### config.mk
export PLATFORM = sky130hd
export DESIGN_NAME = dreq_pacer
export DESIGN_NICKNAME = d
export VERILOG_FILES = /design/src/rtl/dreq_pkg.sv /design/src/rtl/dreq_group_ctr.sv /design/src/rtl/dreq_xfer_ctr.sv /design/src/rtl/dreq_pacer.sv
export SDC_FILE = /design/constraint.sdc
export NUM_CORES = 1
export LEC_CHECK = 0
export ABC_AREA = 1
export BUFFER_PORTS_ARGS = -buffer_cell sky130_fd_sc_hd__buf_4
export CORE_MARGIN = 8
export CORE_UTILIZATION = 40
export DETAILED_ROUTE_END_ITERATION = 10
export HOLD_SLACK_MARGIN = 0.03
export PLACE_DENSITY_LB_ADDON = 0.1
export SYNTH_ARGS = -nofsm -noshare
export SYNTH_HDL_FRONTEND = slang
export SYNTH_SLANG_ARGS = --single-unit
### constraint.sdc
create_clock -name clk -period 2.9 [get_ports clk]
set_input_delay 0 -clock clk [delete_from_list [all_inputs] [get_ports clk]]
set_output_delay 0 -clock clk [all_outputs]
set_load 0.05 [all_outputs]
### src/rtl/dreq_pkg.sv
package dreq_pkg;

  typedef enum logic [1:0] {
    ST_IDLE = 2'd0,
    ST_ARM  = 2'd1,
    ST_REQ  = 2'd2,
    ST_GAP  = 2'd3
  } pace_st_t;

  localparam int GW = 6;

  // Group length per burst code; 0 means continuous pacing.
  function automatic logic [GW-1:0] group_size(input logic [2:0] code);
    logic [GW-1:0] s;
    case (code)
      3'd1:    s = GW'(1);
      3'd2:    s = GW'(2);
      3'd3:    s = GW'(4);
      3'd4:    s = GW'(8);
      3'd5:    s = GW'(12);
      3'd6:    s = GW'(16);
      3'd7:    s = GW'(32);
      default: s = '0;
    endcase
    return s;
  endfunction

endpackage

### src/rtl/dreq_group_ctr.sv
module dreq_group_ctr #(
  parameter int GW = 6
) (
  input  logic          clk,
  input  logic          rst,
  input  logic          clear,
  input  logic          inc,
  input  logic [GW-1:0] size,
  output logic          grp_end
);

  logic [GW-1:0] cnt;

  assign grp_end = inc && (size != '0) && (cnt == size - GW'(1));

  always_ff @(posedge clk) begin
    if (rst || clear)  cnt <= '0;
    else if (inc) begin
      if (grp_end)     cnt <= '0;
      else             cnt <= cnt + GW'(1);
    end
  end

  // a group never counts past its size
  a_r3_group_bound: assert property (@(posedge clk) disable iff (rst)
    (inc && size != '0) |-> (cnt < size));

endmodule

### src/rtl/dreq_xfer_ctr.sv
module dreq_xfer_ctr #(
  parameter int CW = 16
) (
  input  logic          clk,
  input  logic          rst,
  input  logic          load,
  input  logic [CW-1:0] load_val,
  input  logic          cnt_on_in,
  input  logic          dec,
  output logic [CW-1:0] rem,
  output logic          last,
  output logic          cnt_on
);

  assign last = cnt_on && (rem == CW'(1));

  always_ff @(posedge clk) begin
    if (rst) begin
      rem    <= '0;
      cnt_on <= 1'b0;
    end else if (load) begin
      rem    <= load_val;
      cnt_on <= cnt_on_in;
    end else if (dec && cnt_on && rem != '0) begin
      rem    <= rem - CW'(1);
    end
  end

  // each counted transfer takes exactly one off the count
  a_r5_dec_step: assert property (@(posedge clk) disable iff (rst)
    (dec && cnt_on && rem != '0 && !load) |=> (rem == $past(rem) - CW'(1)));

  // a switched-off counter keeps its value
  a_r6_hold_off: assert property (@(posedge clk) disable iff (rst)
    (!cnt_on && !load) |=> $stable(rem));

endmodule

### src/rtl/dreq_pacer.sv
module dreq_pacer
  import dreq_pkg::*;
#(
  parameter int CW = 16,
  parameter int AW = 7
) (
  input  logic          clk,
  input  logic          rst,
  input  logic          start,
  input  logic [2:0]    burst_code,
  input  logic [CW-1:0] xfer_count,
  input  logic          cnt_disable,
  input  logic          master_mode,
  input  logic          dir_rx,
  input  logic          fifo_full,
  input  logic          fifo_empty,
  input  logic [AW-1:0] fifo_avail,
  input  logic          ack,
  output logic          dreq,
  output logic          done,
  output logic [CW-1:0] remaining
);

  localparam int MW = (CW > AW) ? CW : AW;

  pace_st_t      st;
  logic [2:0]    code_q;
  logic          dir_q;
  logic          done_q;
  logic          cnt_on;
  logic          last;
  logic          grp_end;
  logic [CW-1:0] rem;

  logic          take_start;
  logic          cnt_on_in;
  logic          zero_start;
  logic          blocked;
  logic          in_req;
  logic          fire;
  logic [GW-1:0] gsize;
  logic [CW-1:0] gs_ext;
  logic [CW-1:0] need;
  logic          eligible;
  logic          grp_clear;

  assign take_start = (st == ST_IDLE) && start;
  assign cnt_on_in  = master_mode || !cnt_disable;
  assign zero_start = cnt_on_in && (xfer_count == '0);

  assign blocked = dir_q ? fifo_full : fifo_empty;
  assign in_req  = (st == ST_REQ);
  assign dreq    = in_req && !blocked;
  assign fire    = dreq && ack;

  assign gsize  = group_size(code_q);
  assign gs_ext = CW'(gsize);
  assign need   = (cnt_on && rem < gs_ext) ? rem : gs_ext;

  always_comb begin
    if (blocked)              eligible = 1'b0;
    else if (code_q == 3'd0)  eligible = 1'b1;
    else                      eligible = MW'(fifo_avail) >= MW'(need);
  end

  assign grp_clear = take_start || (in_req && blocked);

  dreq_xfer_ctr #(.CW(CW)) u_xfer (
    .clk       (clk),
    .rst       (rst),
    .load      (take_start),
    .load_val  (xfer_count),
    .cnt_on_in (cnt_on_in),
    .dec       (fire),
    .rem       (rem),
    .last      (last),
    .cnt_on    (cnt_on)
  );

  dreq_group_ctr #(.GW(GW)) u_grp (
    .clk     (clk),
    .rst     (rst),
    .clear   (grp_clear),
    .inc     (fire),
    .size    (gsize),
    .grp_end (grp_end)
  );

  always_ff @(posedge clk) begin
    if (rst) begin
      st     <= ST_IDLE;
      code_q <= 3'd0;
      dir_q  <= 1'b0;
      done_q <= 1'b0;
    end else begin
      case (st)
        ST_IDLE: begin
          if (start) begin
            code_q <= master_mode ? 3'd0 : burst_code;
            dir_q  <= dir_rx;
            if (zero_start) begin
              done_q <= 1'b1;
            end else begin
              done_q <= 1'b0;
              st     <= ST_ARM;
            end
          end
        end
        ST_ARM: begin
          if (eligible) st <= ST_REQ;
        end
        ST_REQ: begin
          if (fire) begin
            if (last) begin
              st     <= ST_IDLE;
              done_q <= 1'b1;
            end else if (grp_end) begin
              st <= ST_GAP;
            end
          end else if (blocked) begin
            st <= ST_ARM;
          end
        end
        default: st <= ST_ARM;
      endcase
    end
  end

  assign done      = done_q;
  assign remaining = rem;

  // the clock after a completed group has no request
  a_r3_gap_low: assert property (@(posedge clk) disable iff (rst)
    (fire && grp_end && !last) |=> !dreq);

  // the final transfer ends the request and flags completion
  a_r5_done_drop: assert property (@(posedge clk) disable iff (rst)
    (fire && last) |=> (done && !dreq && remaining == '0));

  // a blocked FIFO sends the pacer back to re-arm
  a_r8_block_rearm: assert property (@(posedge clk) disable iff (rst)
    (in_req && blocked) |=> (st == ST_ARM));

  // latched pacing stays fixed while a transfer runs
  a_r9_code_stable: assert property (@(posedge clk) disable iff (rst)
    (st != ST_IDLE) |=> ($stable(code_q) && $stable(dir_q)));

  // a group request only starts when the FIFO can cover it
  a_r4_arm_gate: assert property (@(posedge clk) disable iff (rst)
    (st == ST_ARM && code_q != 3'd0 && MW'(fifo_avail) < MW'(need)) |=> (st != ST_REQ));

endmodule

After elaboration in Yosys (flattened, before gate mapping)
Cells that the tools add are included.
{"block": "totals", "regBits": 30, "output_inout_bits": 18}
{"block": "op_classes", "muxes": 22, "addsub": 3, "n_lt_le_gt_ge": 2, "reduce_logical": 26, "n_eq_ne": 18}
{"cell": "2-to-1 mux 16 bit", "count": 3}
{"cell": "case mux 6 bit (7 select lines)", "count": 1}
{"cell": "equality test 16 x 1 -> 1 bit, second input constant", "count": 1}
{"cell": "greater-or-equal comparator 7 x 16 -> 1 bit", "count": 1}
{"cell": "logical NOT 16 bit", "count": 1}
{"cell": "< comparator 16 x 6 -> 1 bit", "count": 1}
{"cell": "nonzero test 16 bit", "count": 1}
{"cell": "subtractor 16 x 1 -> 16 bit, second input constant", "count": 1}
{"cell": "2-to-1 mux 2 bit", "count": 7}
{"cell": "equality test 3 bit, second input constant", "count": 4}
{"cell": "logical AND 1 bit", "count": 11}
{"cell": "inequality test 2 bit, second input constant", "count": 4}
{"cell": "2-to-1 mux 1 bit", "count": 7}
{"cell": "adder 6 x 1 -> 6 bit, second input constant", "count": 1}
{"cell": "equality test 3 x 2 -> 1 bit, second input constant", "count": 2}
{"cell": "equality test 6 bit", "count": 1}
{"cell": "2-to-1 mux 6 bit", "count": 1}
{"cell": "case mux 2 bit (3 select lines)", "count": 1}
{"cell": "nonzero test 6 bit", "count": 1}
{"cell": "subtractor 6 x 1 -> 6 bit, second input constant", "count": 1}
{"cell": "AND reduction 5 bit", "count": 1}
{"cell": "inequality test 4 bit, second input constant", "count": 1}
{"cell": "AND reduction 4 bit", "count": 1}
{"cell": "nonzero test 2 bit", "count": 2}
{"cell": "other kinds (12)", "count": 15}

Logic depth before layout (Yosys ltp)
{"block": "depth", "depth_word": 10, "mapped_depth": 26, "depth_no_buf": 25}

Cells and area by module
A second synthesis with hierarchy kept.
{"block": "unflattened", "cells_unflattened": 468, "hier_area_um2": 2817.7}
{"mod": "dreq_xfer_ctr", "area_each_um2": 1273.7, "cells_each": 207, "n_inst": 1, "seq_area_each_um2": 340.3}
{"mod": "dreq_pacer", "area_each_um2": 1007.2, "cells_each": 168, "n_inst": 1, "seq_area_each_um2": 140.1}
{"mod": "dreq_group_ctr", "area_each_um2": 536.8, "cells_each": 93, "n_inst": 1, "seq_area_each_um2": 120.1}

Worst setup path before layout
OpenSTA, ideal clock, no wires.
{"block": "synth_path", "path_kind": "register -> register", "startpoint": "register u_xfer.rem[5]", "endpoint": "register st[0]", "arrival_ns": 2.596, "setup_slack_ns": 0.194, "t_required_ns": 2.790, "path_buffers": 0, "stages_incl_launch_ff": 21, "synth_period_minus_slack_ns": 2.706, "setup_ns": 0.110, "cell_sequence": "dfxtp_1 -> ha_1 -> nand2_1 -> inv_1 -> nor4_1 -> nand2_1 -> nand2_1 -> o21ai_1 -> ha_1 -> nand2_1 -> inv_1 -> nand2_1 -> nand2_1 -> nand2_1 -> nand4_1 -> nand2_1 -> nand2_1 -> nand3_2 -> nand2_1 -> inv_1 -> nor2_1"}
{"block": "synth_between", "elab_chain_len": 8}
{"element": "start, declared", "line_no": "dreq_xfer_ctr.sv:10", "rtl": "output logic [CW-1:0] rem,"}
{"element": "start signal, assigned", "line_no": "dreq_xfer_ctr.sv:22", "rtl": "rem <= load_val;"}
{"element": "start signal, assigned", "line_no": "dreq_xfer_ctr.sv:25", "rtl": "rem <= rem - CW'(1);"}
{"element": "< comparator 16 x 6 -> 1 bit", "line_no": "dreq_pacer.sv:58", "rtl": "assign need = (cnt_on && rem < gs_ext) ? rem : gs_ext;"}
{"element": "logical AND 1 bit", "line_no": "dreq_pacer.sv:58"}
{"element": "2-to-1 mux 16 bit", "line_no": "dreq_pacer.sv:58"}
{"element": "greater-or-equal comparator 7 x 16 -> 1 bit", "line_no": "dreq_pacer.sv:63", "rtl": "else eligible = MW'(fifo_avail) >= MW'(need);"}
{"element": "2-to-1 mux 1 bit", "line_no": "dreq_pacer.sv:62", "rtl": "else if (code_q == 3'd0) eligible = 1'b1;"}
{"element": "2-to-1 mux 1 bit", "line_no": "dreq_pacer.sv:61", "rtl": "if (blocked) eligible = 1'b0;"}
{"element": "inequality test 2 bit (no source line)"}
{"element": "AND reduction 5 bit (no source line)"}
{"element": "end signal, assigned", "line_no": "dreq_pacer.sv:91", "rtl": "st <= ST_IDLE;"}
{"element": "end signal, assigned", "line_no": "dreq_pacer.sv:105", "rtl": "st <= ST_ARM;"}
{"element": "end signal, assigned", "line_no": "dreq_pacer.sv:110", "rtl": "if (eligible) st <= ST_REQ;"}
{"element": "end, declared", "line_no": "dreq_pacer.sv:26", "rtl": "pace_st_t st;"}
Several ways; a longest one is shown, not always the timed one.
A chain may end at the register's enable or synchronous reset.

Worst setup path in the final report
{"block": "layout_path", "startpoint": "register code_q[1]", "endpoint": "register st[1]"}
{"block": "layout_between", "elab_chain_len": 10}
{"element": "start, declared", "line_no": "dreq_pacer.sv:27", "rtl": "logic [2:0] code_q;"}
{"element": "start signal, assigned", "line_no": "dreq_pacer.sv:99", "rtl": "code_q <= master_mode ? 3'd0 : burst_code;"}
{"element": "equality test 3 bit (tied with other cells)", "line_no": "dreq_pkg.sv:15", "rtl": "case (code)"}
{"element": "case mux 6 bit (7 select lines)", "line_no": "dreq_pkg.sv:15"}
{"element": "< comparator 16 x 6 -> 1 bit", "line_no": "dreq_pacer.sv:58"}
{"element": "logical AND 1 bit", "line_no": "dreq_pacer.sv:58"}
{"element": "2-to-1 mux 16 bit", "line_no": "dreq_pacer.sv:58"}
{"element": "greater-or-equal comparator 7 x 16 -> 1 bit", "line_no": "dreq_pacer.sv:63"}
{"element": "2-to-1 mux 1 bit", "line_no": "dreq_pacer.sv:62"}
{"element": "2-to-1 mux 1 bit", "line_no": "dreq_pacer.sv:61"}
{"element": "inequality test 2 bit (no source line)"}
{"element": "AND reduction 5 bit (no source line) (*)"}
Every way passes the cells marked *; elsewhere a longest branch is shown, timed or not.

==> impl_metrics.yaml <==
floorplan:
  start_util_pct: 41.28
  num_rows: 29
  die_area_um2: 9355
  dieWidth_um: 96.72
  pin_count: 53
  die_h_um: 96.72
  core_um2: 6314
timing:
  slew_violations: 0
  whs_ps: 30.50
  finClkSkew_ps: 4.846
  rsz0062_at_grt: "true"
  hold_violations: 0
  maxClockFrequency_mhz: 362.6
  fin_crit_ps: 2758
  setup_violations: 0
  worst_slew_pin_slew_ps: 550.1
  final.setup.tns_ps: 0
  min_period_over_period_pct: 95.11
  relSlewSlack_pct: 63.28
cells_and_area:
  drive_gt1_share_pct: 30.74
  fin_util_pct: 56.10
  areaGrowthSynthToFinish_pct: 35.91
  final_common_cell: "nand2_1"
  num_antenna_cells: 0
  nFillCells: 637
  final_nets: 516
  final_cell_mix: "78 x nand2_1, 66 x buf_4, 46 x inv_1"
  final_cells: 539
synthesis:
  syn_area_um2: 2606
  synth_xor_area_share_pct: 4.369
  seq_area_frac_synth_pct: 23.04
  synth_flop_cell: "dfxtp_1"
  synthesis.nets: 433
  synth.area.top_cells: "dfxtp_1 23%, nand2_1 12%, ha_1 9.6%"
  synth.area.mux_share_pct: 0.3841
  synth_fa_ha_area_share_pct: 9.602
  synthDistinctLibCells: 39
  synth_top_family_by_area: "simple AND/OR/NAND/NOR gates"
  synth-simple-area-share_pct: 37.35
  synth_top_area_share_pct: 23.04
  synthCells: 378
  synth_edf_count: 0
  ys.warnings.count: 0
  async_flop_share_pct: 0
  yosysTopAreaCell: "dfxtp_1"
  synth_seq_cells: 30
  syn_avg_cell_area_um2: 6.895
  synth_compound_area_share_pct: 14.79
clocking:
  clock_latency_ps: 290
  clk_pin_slew_ps: 70
  clock_path_buffers: 2
  cts_tree: "done"
  root_buffer: "clkbuf_8"
  clock_sinks: 30
  h-tree-depth: 2
  cts_buffers: 5
power:
  peakVddDrop_mv: 0.4695
  p_leak_nw: 1.661
  p_per_area_nw_per_um2: 746.8
global_routing:
  grt_pass1_vias: 2719
  grt_max_degree: 27
  grt-ovfl-total: 0
  grt_pass1_wl_mm: 12.81
  antenna_found_initial: 0
  grtUsageTotal_pct: 16.15
worst_setup_path:
  arrival_ps: 2990
  reg2reg_slack_ps: 140
  endpoint_kind: "register"
  worstPathMaxFanout: 8
  cp.required_ps: 3130
  startpoint_type: "register"
  crit_type: "reg -> reg"
detailed_routing:
  drtIter0Drc: 165
  via_per_inst: 5.048
  dr.pass1.iters: 4
  ant_nets: 0
  wl_per_cell_um: 14.39
  vias: 2721
  drt-total-wl_mm: 7.758
  drc: 0
placement:
  numPortBuffers: 52
  gp_congestion: 0.8337
  place_hpwl_mm: 5.913
  dp_cells: 510
run:
  maxCapViolations: 0
hold_path:
  hold_path.class: "in -> reg"
run_status:
  status: "completed"
## synth_stat cells (3+ instances only)
| library cell | count |
|---|---|
| a21oi_1 | 17 |
| a31oi_2 | 4 |
| buf_6 | 4 |
| clkbuf_1 | 3 |
| dfxtp_1 | 30 |
| ha_1 | 20 |
| inv_1 | 48 |
| nand2_1 | 82 |
| nand2_2 | 14 |
| nand2_4 | 4 |
| nand3_1 | 22 |
| nand3_2 | 3 |
| nand4_1 | 10 |
| nor2_1 | 38 |
| nor2_2 | 4 |
| nor2_4 | 5 |
| nor3_1 | 3 |
| nor4_1 | 3 |
| o21ai_0 | 18 |
| o21ai_1 | 5 |
| o22ai_1 | 7 |
| xor2_1 | 13 |
## metal layers
layer | up-vias | wire [um] | track usage, % | share of wire (%)
met5 | - | 0 | 0 | 0
met4 | 0 | 74 | 4.734 | 0.95
met3 | 7 | 345 | 3.485 | 4.4
met2 | 59 | 3666 | 27.24 | 47
met1 | 1246 | 3672 | 19.91 | 47
li1 | 1409 | - | - | -
## final cells by class
class | instances | area [um2] | share of cell area [%]
Multi-Input combinational cell | 288 | 1829 | 51.64
Tap cell | 77 | 96.34 | 2.720
Inverter | 52 | 215.2 | 6.076
Clock buffer | 8 | 110.1 | 3.108
Sequential cell | 30 | 609.3 | 17.20
Timing Repair Buffer | 84 | 681.9 | 19.25
## per-stage QoR
step           power [W]  worst slack [ps]  cell area (um2)
6_report        0.002645             141.9             3542
5_1_grt         0.002849            -128.0             3542
4_1_cts         0.002557             35.69             3385
3_5_place_dp    0.002112             36.22             3114
3_3_place_gp    0.002103             45.68             3114
2_1_floorplan   0.001710             194.5             2606
## kinds of logic (layout without fill, tap and decap cells)
group / Yosys count / in the layout
AO/OA/AOI/OAI: 59 / 59
XOR/XNOR: 13 / 13
adder cells (fa/ha/maj): 20 / 20
buffers and inverters: 60 / 144
flip-flops: 30 / 30
multiplexers: 1 / 1
other: 1 / 1
AND/OR/NAND/NOR: 194 / 194
## where the power goes
group          total [W]  switching, W  internal (W)  leakage, nW
clock network   0.000414      0.000175      0.000240       0.0575
registers       0.000608      0.000105      0.000503        0.248
logic            0.00162       0.00104      0.000579         1.36
total            0.00265       0.00132       0.00132         1.66
## timing repair
action	4_1_cts	5_1_grt
gates resized for setup	0	32
hold buffers	16	0
setup endpoints to repair	0	2
endpoints found under the hold margin	17	0
buffers inserted	0	5
## state kept, by name (all words and copies together) (netlist names)
register / flops
u_xfer.rem: 16
u_grp.cnt: 6
code_q: 3
st: 2
dir_q: 1
done: 1
u_xfer.cnt_on: 1
## path summary, 6_finish.rpt
kind	cells past startpoint	endpoint	from
worst max register to register	24	st[1]	code_q[1]
worst max-delay path	24	st[1]	code_q[1]
worst min-delay path	5	u_xfer.rem[15]	xfer_count[15]
worst min register to register	2	dir_q	dir_q
## critical path: stages, from the launching register on
cell	delay (ps)
dfxtp_4	370
buf_8	130
clkinv_8	60
nand2_4	60
nand2_2	70
nand2_2	70
ha_4	260
nand3_1	60
nand2_1	70
nand4_1	140
nand2_2	180
nand2_1	70
o21ai_1	80
ha_1	270
nand2_1	80
inv_2	40
nand2_2	40
nand2_1	50
nand2_1	50
nand4_1	140
nand2_1	110
nand2_2	70
nand4_1	80
nand2_1	60
nor2_1	100
No activity file was read; power rests on OpenSTA's default activity.
